File: src/rtl/rport_pkg.sv
package rport_pkg;
  parameter int unsigned REG_W = 32;
  parameter int unsigned LS_W  = 4;
  parameter int unsigned SPD_W = 4;
  parameter int unsigned NCHG  = 7;

  // field positions (software-visible layout)
  localparam int B_CONN  = 0;
  localparam int B_EN    = 1;
  localparam int B_OC    = 3;
  localparam int B_PR    = 4;
  localparam int B_LS    = 5;
  localparam int B_PWR   = 9;
  localparam int B_SPD   = 10;
  localparam int B_IND   = 14;
  localparam int B_STRB  = 16;
  localparam int B_CHG   = 17;
  localparam int B_CAS   = 24;
  localparam int B_WAKE  = 25;
  localparam int B_WPR   = 31;

  // change flag index within the bank
  localparam int F_CSC = 0;
  localparam int F_PEC = 1;
  localparam int F_WRC = 2;
  localparam int F_OCC = 3;
  localparam int F_PRC = 4;
  localparam int F_PLC = 5;
  localparam int F_CEC = 6;

  localparam logic [LS_W-1:0] LS_U0   = 4'd0;
  localparam logic [LS_W-1:0] LS_U2   = 4'd2;
  localparam logic [LS_W-1:0] LS_U3   = 4'd3;
  localparam logic [LS_W-1:0] LS_DIS  = 4'd4;
  localparam logic [LS_W-1:0] LS_RXD  = 4'd5;
  localparam logic [LS_W-1:0] LS_INA  = 4'd6;
  localparam logic [LS_W-1:0] LS_REC  = 4'd8;
  localparam logic [LS_W-1:0] LS_RSM  = 4'd15;

  function automatic logic plc_hit(input logic [LS_W-1:0] o, input logic [LS_W-1:0] n);
    return ((o == LS_U3)  && (n == LS_RSM)) ||
           ((o == LS_RSM) && (n == LS_U0))  ||
           ((o == LS_REC) && (n == LS_U0))  ||
           ((o == LS_U3)  && (n == LS_U0))  ||
           ((o == LS_U2)  && (n == LS_U0))  ||
           ((o == LS_U0)  && (n == LS_DIS)) ||
           ((o != LS_INA) && (n == LS_INA));
  endfunction
endpackage

File: src/rtl/rport_rst_sync.sv
module rport_rst_sync #(
  parameter int unsigned STAGES = 2
) (
  input  logic clk,
  input  logic rst_n,
  output logic rst_n_sync
);
  logic [STAGES-1:0] sh_q;
  always_ff @(posedge clk or negedge rst_n) begin
    if (!rst_n) sh_q <= '0;
    else        sh_q <= {sh_q[STAGES-2:0], 1'b1};
  end
  assign rst_n_sync = sh_q[STAGES-1];
endmodule

File: src/rtl/rport_w1c_bank.sv
module rport_w1c_bank #(
  parameter int unsigned NF = 7
) (
  input  logic          clk,
  input  logic          rst_n,
  input  logic [NF-1:0] set_i,
  input  logic [NF-1:0] clr_i,
  output logic [NF-1:0] flag_o
);
  logic [NF-1:0] q, d, en;

  for (genvar g = 0; g < NF; g++) begin : g_flag
    always_comb begin
      en[g] = set_i[g] | clr_i[g];
      d[g]  = set_i[g] | (q[g] & ~clr_i[g]);
    end
    always_ff @(posedge clk or negedge rst_n) begin
      if (!rst_n)     q[g] <= 1'b0;
      else if (en[g]) q[g] <= d[g];
    end
  end

  assign flag_o = q;
endmodule

File: src/rtl/rport_link_track.sv
module rport_link_track
  import rport_pkg::*;
#(
  parameter logic [LS_W-1:0] LS_INIT = LS_RXD
) (
  input  logic            clk,
  input  logic            rst_n,
  input  logic            hw_vld,
  input  logic [LS_W-1:0] hw_code,
  input  logic            sw_wr,
  input  logic [LS_W-1:0] sw_code,
  output logic [LS_W-1:0] ls_o,
  output logic            plc_set
);
  logic [LS_W-1:0] ls_q, ls_d;
  logic            ls_en;

  always_comb begin
    ls_en   = hw_vld | sw_wr;
    ls_d    = hw_vld ? hw_code : sw_code;
    plc_set = hw_vld && plc_hit(ls_q, hw_code);
  end

  always_ff @(posedge clk or negedge rst_n) begin
    if (!rst_n)     ls_q <= LS_INIT;
    else if (ls_en) ls_q <= ls_d;
  end

  assign ls_o = ls_q;
endmodule

File: src/rtl/rport_reset_seq.sv
module rport_reset_seq
  import rport_pkg::*;
(
  input  logic             clk,
  input  logic             rst_n,
  input  logic             sw_pr,
  input  logic             sw_wpr,
  input  logic             done_i,
  input  logic [SPD_W-1:0] speed_i,
  input  logic             cold_att_i,
  output logic             pr_o,
  output logic             warm_o,
  output logic [SPD_W-1:0] speed_o,
  output logic             cas_o,
  output logic             done_ev,
  output logic             wrc_set
);
  logic             pr_q, pr_d, warm_q, warm_d, cas_q, cas_d;
  logic [SPD_W-1:0] spd_q;

  always_comb begin
    done_ev = pr_q & done_i;
    wrc_set = done_ev & warm_q;
    pr_d    = done_ev ? 1'b0 : ((sw_pr | sw_wpr) ? 1'b1 : pr_q);
    warm_d  = done_ev ? 1'b0 : (sw_wpr ? 1'b1 : warm_q);
    cas_d   = cold_att_i ? 1'b1 : (wrc_set ? 1'b0 : cas_q);
  end

  always_ff @(posedge clk or negedge rst_n) begin
    if (!rst_n) begin
      pr_q   <= 1'b0;
      warm_q <= 1'b0;
      cas_q  <= 1'b0;
      spd_q  <= '0;
    end else begin
      pr_q   <= pr_d;
      warm_q <= warm_d;
      cas_q  <= cas_d;
      if (done_ev) spd_q <= speed_i;
    end
  end

  assign pr_o    = pr_q;
  assign warm_o  = warm_q;
  assign cas_o   = cas_q;
  assign speed_o = spd_q;
endmodule

File: src/rtl/rport_sc.sv
module rport_sc
  import rport_pkg::*;
#(
  parameter logic [LS_W-1:0] LS_INIT = LS_RXD
) (
  input  logic             clk,
  input  logic             rst_n,
  input  logic             wr_en,
  input  logic [REG_W-1:0] wr_data,
  output logic [REG_W-1:0] rd_data,
  input  logic             hw_connect,
  input  logic             hw_oc,
  input  logic             hw_ls_valid,
  input  logic [LS_W-1:0]  hw_ls,
  input  logic [SPD_W-1:0] hw_speed,
  input  logic             hw_cfg_err,
  input  logic             hw_cold_attach,
  input  logic             rst_done,
  output logic             rst_req,
  output logic             warm_active,
  output logic             chg_any
);
  logic             rst_n_s;
  logic             conn_q, oc_q, en_q, en_d, pwr_q;
  logic [1:0]       ind_q;
  logic [2:0]       wake_q;
  logic             en_hw_on, en_hw_off, en_sw_off;
  logic [NCHG-1:0]  chg_set, chg_clr, chg_q;
  logic [LS_W-1:0]  ls_cur;
  logic [SPD_W-1:0] spd_cur;
  logic             plc_set, pr_cur, warm_cur, cas_cur, done_ev, wrc_set;

  rport_rst_sync #(.STAGES(2)) u_rsync (
    .clk(clk), .rst_n(rst_n), .rst_n_sync(rst_n_s)
  );

  rport_link_track #(.LS_INIT(LS_INIT)) u_link (
    .clk(clk), .rst_n(rst_n_s),
    .hw_vld(hw_ls_valid), .hw_code(hw_ls),
    .sw_wr(wr_en & wr_data[B_STRB]), .sw_code(wr_data[B_LS +: LS_W]),
    .ls_o(ls_cur), .plc_set(plc_set)
  );

  rport_reset_seq u_rseq (
    .clk(clk), .rst_n(rst_n_s),
    .sw_pr(wr_en & wr_data[B_PR]), .sw_wpr(wr_en & wr_data[B_WPR]),
    .done_i(rst_done), .speed_i(hw_speed), .cold_att_i(hw_cold_attach),
    .pr_o(pr_cur), .warm_o(warm_cur), .speed_o(spd_cur), .cas_o(cas_cur),
    .done_ev(done_ev), .wrc_set(wrc_set)
  );

  // enable bit: hardware events take priority over software disable
  always_comb begin
    en_hw_on  = done_ev & hw_connect & ~hw_oc;
    en_hw_off = en_q & (~hw_connect | hw_oc);
    en_sw_off = wr_en & wr_data[B_EN] & en_q;
    if (en_hw_on)       en_d = 1'b1;
    else if (en_hw_off) en_d = 1'b0;
    else if (en_sw_off) en_d = 1'b0;
    else                en_d = en_q;
  end

  always_comb begin
    chg_set        = '0;
    chg_set[F_CSC] = hw_connect ^ conn_q;
    chg_set[F_PEC] = (en_hw_on & ~en_q) | en_hw_off;
    chg_set[F_WRC] = wrc_set;
    chg_set[F_OCC] = hw_oc ^ oc_q;
    chg_set[F_PRC] = done_ev;
    chg_set[F_PLC] = plc_set;
    chg_set[F_CEC] = hw_cfg_err;
    chg_clr        = {NCHG{wr_en}} & wr_data[B_CHG +: NCHG];
  end

  rport_w1c_bank #(.NF(NCHG)) u_chg (
    .clk(clk), .rst_n(rst_n_s), .set_i(chg_set), .clr_i(chg_clr), .flag_o(chg_q)
  );

  always_ff @(posedge clk or negedge rst_n_s) begin
    if (!rst_n_s) begin
      conn_q <= 1'b0;
      oc_q   <= 1'b0;
      en_q   <= 1'b0;
      pwr_q  <= 1'b0;
      ind_q  <= '0;
      wake_q <= '0;
    end else begin
      conn_q <= hw_connect;
      oc_q   <= hw_oc;
      en_q   <= en_d;
      if (wr_en) begin
        pwr_q  <= wr_data[B_PWR];
        ind_q  <= wr_data[B_IND +: 2];
        wake_q <= wr_data[B_WAKE +: 3];
      end
    end
  end

  always_comb begin
    rd_data                  = '0;
    rd_data[B_CONN]          = conn_q;
    rd_data[B_EN]            = en_q;
    rd_data[B_OC]            = oc_q;
    rd_data[B_PR]            = pr_cur;
    rd_data[B_LS +: LS_W]    = ls_cur;
    rd_data[B_PWR]           = pwr_q;
    rd_data[B_SPD +: SPD_W]  = spd_cur;
    rd_data[B_IND +: 2]      = ind_q;
    rd_data[B_CHG +: NCHG]   = chg_q;
    rd_data[B_CAS]           = cas_cur;
    rd_data[B_WAKE +: 3]     = wake_q;
  end

  assign rst_req     = pr_cur;
  assign warm_active = warm_cur;
  assign chg_any     = |chg_q;
endmodule

File: config.mk
export PLATFORM = sky130hd
export DESIGN_NAME = rport_sc
export DESIGN_NICKNAME = d
export VERILOG_FILES = /design/src/rtl/rport_pkg.sv /design/src/rtl/rport_rst_sync.sv /design/src/rtl/rport_w1c_bank.sv /design/src/rtl/rport_link_track.sv /design/src/rtl/rport_reset_seq.sv /design/src/rtl/rport_sc.sv
export SDC_FILE = /design/constraint.sdc
export NUM_CORES = 1
export LEC_CHECK = 0
export ABC_AREA = 1
export CORE_MARGIN = 2
export CORE_UTILIZATION = 41
export CTS_BUF_LIST = sky130_fd_sc_hd__clkbuf_16
export DETAILED_ROUTE_END_ITERATION = 6
export PLACE_DENSITY_LB_ADDON = 0.2
export SLEW_MARGIN = 5
export SYNTH_ARGS = -nofsm -noshare
export SYNTH_HDL_FRONTEND = slang
export SYNTH_HIERARCHICAL = 1
export SYNTH_SLANG_ARGS = --single-unit
File: constraint.sdc
create_clock -name clk -period 1.88 [get_ports clk]
set_input_delay 0.376 -clock clk [delete_from_list [all_inputs] [get_ports clk]]
set_output_delay 0.376 -clock clk [all_outputs]
set_load 0.03 [all_outputs]
# After elaboration in Yosys (flattened, before gate mapping)
# Index checks and enable logic that the tools add are counted.
# W data, S select, Z words.
[word_totals]
reg_bits = 29
in_bits = 49
out_inout_bits = 35
elab_cells = 107
[classes]
n_eq_ne = 8
mux = 10
n_bitwise = 49
n_reduce_logical = 21
[ops]
columns = ["operator", "n"]
rows = [
  ["$and A1 B1 Y1", 18],
  ["$or A1 B1 Y1", 18],
  ["$eq A4 B4 Y1 const B", 3],
  ["$not A1 Y1", 10],
  ["$mux W1", 9],
  ["$eq A4 B2 Y1 const B", 2],
  ["$eq A4 B3 Y1 const B", 2],
  ["$logic_and A1 B1 Y1", 8],
  ["$logic_not A4 Y1", 2],
  ["$and A7 B7 Y7", 1],
  ["$reduce_or A7 Y1", 1],
  ["$logic_or A1 B1 Y1", 6],
  ["$reduce_bool A2 Y1", 3],
  ["$mux W4", 1],
  ["$ne A4 B3 Y1 const B", 1],
  ["$reduce_bool A3 Y1", 1],
  ["$xor A1 B1 Y1", 2],
]

# Depth between registers and ports, before layout
# Gate-level depths: netlist of the first run.
[logic_depth]
word_depth = 10
depth_mapped = 9
ltp_nobuf = 9

# Modules after synthesis
# The synthesis of the first run kept the hierarchy.
[modules_own_cells]
columns = ["module", "n_inst", "cells_per_inst", "area_each_um2", "seq_area_each_um2"]
rows = [
  ["rport_sc", 1, 79, 575.6, 225.2],
  ["rport_link_track", 1, 46, 309.0, 102.6],
  ["rport_w1c_bank", 1, 35, 280.3, 175.2],
  ["rport_reset_seq", 1, 31, 270.3, 175.2],
  ["rport_rst_sync", 1, 3, 53.8, 50.0],
]

# Least setup slack after synthesis of the first run
# No wires, ideal clock.
[synth_timing]
path_kind = "register -> output"
start = "reg u_chg.q[3], in the netlist u_chg/flag_o[3]"
end = "out chg_any"
arrival_ns = 0.942
t_required_ns = 1.504
setup_slack_ns = 0.562
stages_incl_launch_ff = 4
n_path_buf = 0
path_cell_list = "dfrtp_1 > nor2_1 > and2_1 > nand2_1"
[synth_between]
elab_chain_len = 1
[synth_rtl]
columns = ["item", "line", "source"]
rows = [
  ["from (decl)", "rport_w1c_bank.sv:10", "logic [NF-1:0] q, d, en;"],
  ["from (signal, indexed assignment)", "rport_w1c_bank.sv:19", "else if (en[g]) q[g] <= d[g];"],
  ["$reduce_or A7 Y1", "rport_sc.sv:116", "assign chg_any = |chg_q;"],
  ["to (decl)", "rport_sc.sv:21", "output logic chg_any"],
]
# Every way passes these cells.

# Worst setup path in the final report of the first run
[layout_timing]
start = "reg u_rseq.pr_q, in the netlist u_rseq/pr_o"
end = "out rd_data[4]"
[layout_rtl]
columns = ["item", "line", "source"]
rows = [
  ["from (decl)", "rport_reset_seq.sv:18", "logic pr_q, pr_d, warm_q, warm_d, cas_q, cas_d;"],
  ["from (signal assigned)", "rport_reset_seq.sv:36", "pr_q <= pr_d;"],
  ["to (decl)", "rport_sc.sv:10", "output logic [REG_W-1:0] rd_data,"],
]
# No word-level cell between the ends.

==> summary.txt, run 1 <==
Status
  • Status: finished clean

Pwr
  • Internal: 0.00145 W
  • Leak: 1.18 nW
  • VDD IR-drop max: 527 uV
  • Total power draw: 0.00211 W
  • Switching Fraction: 31.2%
  • Sequential share of power: 36.7%
  • Cell area power density: 938 nW/um2
  • NetSw: 0.000658 W
  • Comb pwr share: 29.3%
  • Power share of the clock group: 34.0%

Worst setup path
  • Worst r2r path cells: 9
  • R2R Path End: u_chg/flag_o[5]$_DFFE_PN0P_
  • Worst-path maximum fanout: 5
  • CP max stage delay: 0.71 ns
  • Crit path DAT: 1.40 ns
  • Top delay family on crit path: buffers and inverters
  • WP buf/inv: 1
  • Worst path depth: 1
  • Worst endpoint required time: 1.50 ns
  • CP endpoint kind: primary output
  • Worst Setup SP: u_rseq/pr_o$_DFFE_PN0P_
  • Critical path's slowest cell: clkdlybuf4s50_1
  • Critical Setup Path Class: reg -> out
  • Worst r2r src: u_link/ls_o[2]$_DFFE_PN1P_
  • CP Cell Sequence: clkdlybuf4s50_1
  • R2R setup slack: 0.71 ns
  • Startpoint Class: register
  • Crit path to: rd_data[4]

Routing
  • DR vias/cell: 4.34
  • Max layer used: met4
  • Met2 wire len: 1550 um
  • Initial DRC count: 42
  • Vias: 1328
  • Met3 wire len: 297 um
  • DR WL/cell: 10.5 um
  • DRC viols: 0
  • Overall routed net length: 3220 um
  • DRT met1 WL: 1340 um
  • DR pass1 iterations: 4
  • Post-route ant nets: 0

Clock network
  • Hold-fix buffers, CTS: 0
  • Post-CTS sizing: 2
  • Clk root buf: clkbuf_16
  • H-tree depth: 2
  • Post-CTS Setup Repair Bufs: 0
  • Max Root-Sink Buffers: 2
  • Clock Sinks: 29
  • TritonCTS clock tree: done
  • Worst-Skew Late Latency: 0.27 ns
  • Inserted Clock Buffers: 5
  • Clock Pin Slew Worst Setup and Hold Paths: 0.05 ns

Floorplanning
  • Die area: 4130 um2
  • Die width: 64.3 um
  • Initial Util: 43.6%
  • Core box area: 3420 um2
  • IO Pins: 84
  • Cell Rows: 21
  • Die Ht: 64.3 um

Finish
  • Share of cells above drive strength 1: 4.62%
  • Inserted Diodes: 0
  • Commonest non-fill, non-tap cells in the layout: nand2_1, clkdlybuf4s50_1, inv_1
  • Area Overhead vs Synth: 51.3%
  • Layout Nets: 308

Place
  • DP HPWL: 2390 um
  • Buffers on Ports: 66
  • Final Wtd Congestion: 0.768

Global routing
  • First-pass GRT wire length: 5330 um
  • Antenna violations before repair: 0
  • GRT overflow: 0
  • Number of global-route vias before repair: 1187
  • GR Util All Layers: 16.9%
  • Largest net degree at the start of global routing: 28

STA
  • RSZ-0062 raised after global routing: no
  • Endpoints failing hold: 0
  • Max Slew Vio Count: 0
  • Final worst-path cycle share: 94.5%
  • Final setup fails: 0
  • Clock skew: 0.00694 ns
  • Min Tclk post-route: 1.78 ns
  • Final TNS setup: 0 ns
  • Fmax: 0.563 GHz

Synthesis
  • Post-Syn Area: 1490 um2
  • Syn Area/Cell: 7.67 um2
  • Mapped Cells: 194
  • Yosys cell types: 19
  • Flops & latches, synth: 29
  • Seq/Total Area, Yosys: 48.9%
  • Synth warnings: 6

Run
  • Max Cap Viol: 0

Worst hold path
  • HP Class: reg -> async
==> cells in the mapped netlist, drive strengths merged <==
master   n  area [um2]
nand4    3        18.8
dfrtp   27         676
nor2     9        41.3
and2     1        6.26
nor3     5        25.0
buf     15         124
a221oi   4        35.0
o21ai    7        35.0
a21oi    2        10.0
xor2     2        17.5
conb     2        7.51
nand2   64         243
dfstp    2        52.6
nand3    5        25.0
inv     46         173
==> area by class of cell <==
class / instances / area, um2
well taps: 46 / 57.6
repair buffers: 68 / 676
multi-input cells: 109 / 483
clock inverters: 3 / 11.3
fillers: 292 / 1160
inverters: 46 / 173
clock buffers: 5 / 125
flip-flops and latches: 29 / 728
==> flip-flops by register name, summed over array words and instances, names as in the netlist, 2 cells and up <==
signal and cells:
u_rseq/speed_o 4, wake_q 3, u_chg/flag_o 7, u_link/ls_o 4, ind_q 2, u_rsync/sh_q 2
==> logic make-up after synthesis <==
group,count (synthesis),synth area share (%)
AOI/OAI and AO/OA,13,5.38
xor gates and xnor gates,2,1.18
buffers and inverters,61,19.9
DFF,29,48.9
other,2,0.504
and+or+nand+nor,87,24.1
==> metal layers <==
layer / GRT usage (%) / up-vias
met2: 27.5 / 57
met3: 6.16 / 3
met1: 20.9 / 584
met5: 0 / -
li1: - / 684
met4: 5.59 / 0
==> stage by stage <==
step	hold WS (ns)	worst slack, ns	cells	util [%]	instance area, um2
floorplan	0.0804	0.562	199	-	1510
global placement	0.247	0.244	298	62.0	2120
detailed placement	0.240	0.219	298	62.0	2120
CTS	0.234	0.00775	306	65.9	2250
global route	0.270	0.0349	306	66.0	2250
finish	0.225	0.104	306	66.0	2250
==> worst register-to-register path: stages, from the launching register on <==
cell,delay [ns]
dfstp_2,0.57
inv_1,0.07
nand2_1,0.08
nand2_1,0.06
nand4_1,0.07
nand2_1,0.05
inv_1,0.04
nor2_1,0.04
inv_1,0.04
nand2_1,0.04
==> power by group through the flow <==
stage | Combinational [W] | Clock [W] | Sequential (W)
6_report | 0.000620 | 0.000718 | 0.000775
5_1_grt | 0.000670 | 0.000766 | 0.000787
4_1_cts | 0.000628 | 0.000733 | 0.000776
3_5_place_dp | 0.000627 | 0 | 0.000780
3_3_place_gp | 0.000620 | 0 | 0.000782
2_1_floorplan | 0.000210 | 0 | 0.000931
==> how the worst min path moves through the flow <==
stage,slack (ns),cells past startpoint,end
after floorplan,0.08,0,u_rsync/sh_q[0]$_DFF_PN0_
after global placement,0.25,1,u_rseq/speed_o[2]$_DFFE_PN0P_
after detailed placement,0.24,1,u_rseq/speed_o[2]$_DFFE_PN0P_
after CTS,0.23,1,pwr_q$_DFFE_PN0P_
after global routing,0.27,1,u_rsync/sh_q[0]$_DFF_PN0_
final,0.22,1,en_q$_DFFE_PN0P_
No activity file was read; power rests on OpenSTA's default activity.
==> run 2, diff against run 1 <==
==> constraint.sdc (replaced) <==
create_clock -name clk -period 1.88 [get_ports clk]
set_input_delay 0.564 -clock clk [delete_from_list [all_inputs] [get_ports clk]]
set_output_delay 0.564 -clock clk [all_outputs]
set_load 0.03 [all_outputs]
==> summary.txt, run 2 (synthesis results as in run 1) <==
STA
  • Final worst-path cycle share: 98.4%
  • Clock skew: 0.00447 ns
  • Max Slew Vio Count: 0
  • Final TNS setup: 0 ns
  • RSZ-0062 raised after global routing: no
  • Final setup fails: 0
  • Fmax: 0.541 GHz
  • Endpoints failing hold: 0
  • Min Tclk post-route: 1.85 ns

Finish
  • Max reg flops: 7
  • Commonest non-fill, non-tap cells in the layout: nand2_1, inv_1, clkdlybuf4s50_1
  • Post-route cell area: 2280 um2
  • Final Util: 66.8%
  • Share of cells above drive strength 1: 5.73%
  • Most common cell after layout, fill and taps aside: nand2_1
  • Area Overhead vs Synth: 53.4%
  • Inserted Diodes: 0
  • Layout Nets: 310

Worst setup path
  • CP Cell Sequence: clkdlybuf4s50_1
  • Worst endpoint required time: 1.32 ns
  • WP buf/inv: 1
  • Critical path's slowest cell: clkdlybuf4s50_1
  • Startpoint Class: register
  • CP max stage delay: 0.67 ns
  • Top delay family on crit path: buffers and inverters
  • Worst-path maximum fanout: 2
  • CP endpoint kind: primary output
  • Crit path DAT: 1.29 ns
  • Critical Setup Path Class: reg -> out

Clock network
  • Clock Sinks: 29
  • Clock Pin Slew Worst Setup and Hold Paths: 0.05 ns
  • Max Root-Sink Buffers: 2
  • Worst-Skew Late Latency: 0.26 ns
  • Inserted Clock Buffers: 5
  • H-tree depth: 2
  • TritonCTS clock tree: done
  • Hold-fix buffers, CTS: 0
  • Clk root buf: clkbuf_16

Routing
  • Vias: 1297
  • DR WL/cell: 10.2 um
  • DR pass1 iterations: 4
  • Post-route ant nets: 0
  • Initial DRC count: 39
  • DR vias/cell: 4.21
  • DRC viols: 0
  • Overall routed net length: 3160 um

Status
  • Status: finished clean

Floorplanning
  • Core box area: 3420 um2
  • Die Ht: 64.3 um
  • Die area: 4130 um2
  • Die width: 64.3 um
  • Cell Rows: 21
  • IO Pins: 84
  • Initial Util: 43.6%

Place
  • Final Wtd Congestion: 0.808
  • Buffers on Ports: 66
  • Cell Area, Placed: 2130 um2
  • DP HPWL: 2350 um

Pwr
  • Cell area power density: 908 nW/um2
  • Leak: 1.32 nW
  • VDD IR-drop max: 689 uV

Global routing
  • Antenna violations before repair: 0
  • Largest net degree at the start of global routing: 28
  • GR Util All Layers: 15.9%
  • First-pass GRT wire length: 5050 um
  • Number of global-route vias before repair: 1198
  • GRT overflow: 0

Worst hold path
  • HP Class: reg -> async

Run
  • Max Cap Viol: 0
run 2: cell count changes in the layout (fill, tap and decap cells not counted), sizes merged:
| cell | before | now |
|---|---|---|
| dlygate4sd2 | 2 | 10 |
| clkdlybuf4s50 | 63 | 42 |
| clkbuf | 5 | 6 |
| inv | 48 | 49 |
| clkinv | 1 | 0 |
| buf | 2 | 4 |
| dlymetal6s2s | 1 | 13 |
run 2: final timing paths:
path | depth (start not counted) | slack [ns] | endpoint | start
hold reg to reg | 1 | 0.23 | u_rseq/speed_o[3]$_DFFE_PN0P_ | u_rsync/sh_q[1]$_DFF_PN0_
max in group asynchronous | 1 | 1.31 | u_rsync/sh_q[1]$_DFF_PN0_ | rst_n
hold / removal | 1 | 0.23 | u_rseq/speed_o[3]$_DFFE_PN0P_ | u_rsync/sh_q[1]$_DFF_PN0_
setup / recovery | 1 | 0.03 | rd_data[13] | u_rseq/speed_o[3]$_DFFE_PN0P_
min in group clk | 0 | 0.35 | u_rsync/sh_q[1]$_DFF_PN0_ | u_rsync/sh_q[0]$_DFF_PN0_
setup reg to reg | 9 | 0.68 | u_chg/flag_o[5]$_DFFE_PN0P_ | u_link/ls_o[2]$_DFFE_PN1P_
run 2: through the flow:
| step | setup WS (ns) | power, W | hold slack [ns] | cells |
|---|---|---|---|---|
| after global placement | 0.0784 | 0.00141 | 0.246 | 300 |
| after detailed placement | 0.0729 | 0.00141 | 0.252 | 300 |
| after floorplan | 0.374 | 0.00114 | 0.268 | 199 |
| after global routing | 0.00801 | 0.00219 | 0.294 | 308 |
| final | 0.0303 | 0.00207 | 0.232 | 308 |
| after CTS | 0.000864 | 0.00211 | 0.254 | 308 |
run 2: routing by layer:
layer | track usage (%) | vias to the layer above | share of wire [%] | routed length, um
li1 | - | 689 | - | -
met3 | 6.34 | 2 | 8.3 | 262
met1 | 19.4 | 552 | 43 | 1350
met2 | 25.8 | 54 | 49 | 1530
met5 | 0 | - | 0 | 0
met4 | 4.79 | 0 | 0.38 | 12
run 2: cell type report:
type                    instances  area [um2]
multi-input cells             109         483
inverters                      46         173
repair buffers                 70         706
clock buffers                   5         125
fillers                       306        1130
clock inverters                 3        11.3
well taps                      46        57.6
flip-flops and latches         29         728
run 2: what timing repair did:
action | CTS | global route
gates resized for setup | 11 | 15
setup endpoints to repair | 11 | 14
cloned | 0 | 0
setup buffers | 0 | 0
run 2: power breakdown:
| group | switching, W | leakage (nW) | internal (W) | total, W |
|---|---|---|---|---|
| Clock | 0.000233 | 0.0776 | 0.000472 | 0.000704 |
| Sequential | 0.0000576 | 0.338 | 0.000713 | 0.000770 |
| Combinational | 0.000351 | 0.902 | 0.000248 | 0.000599 |
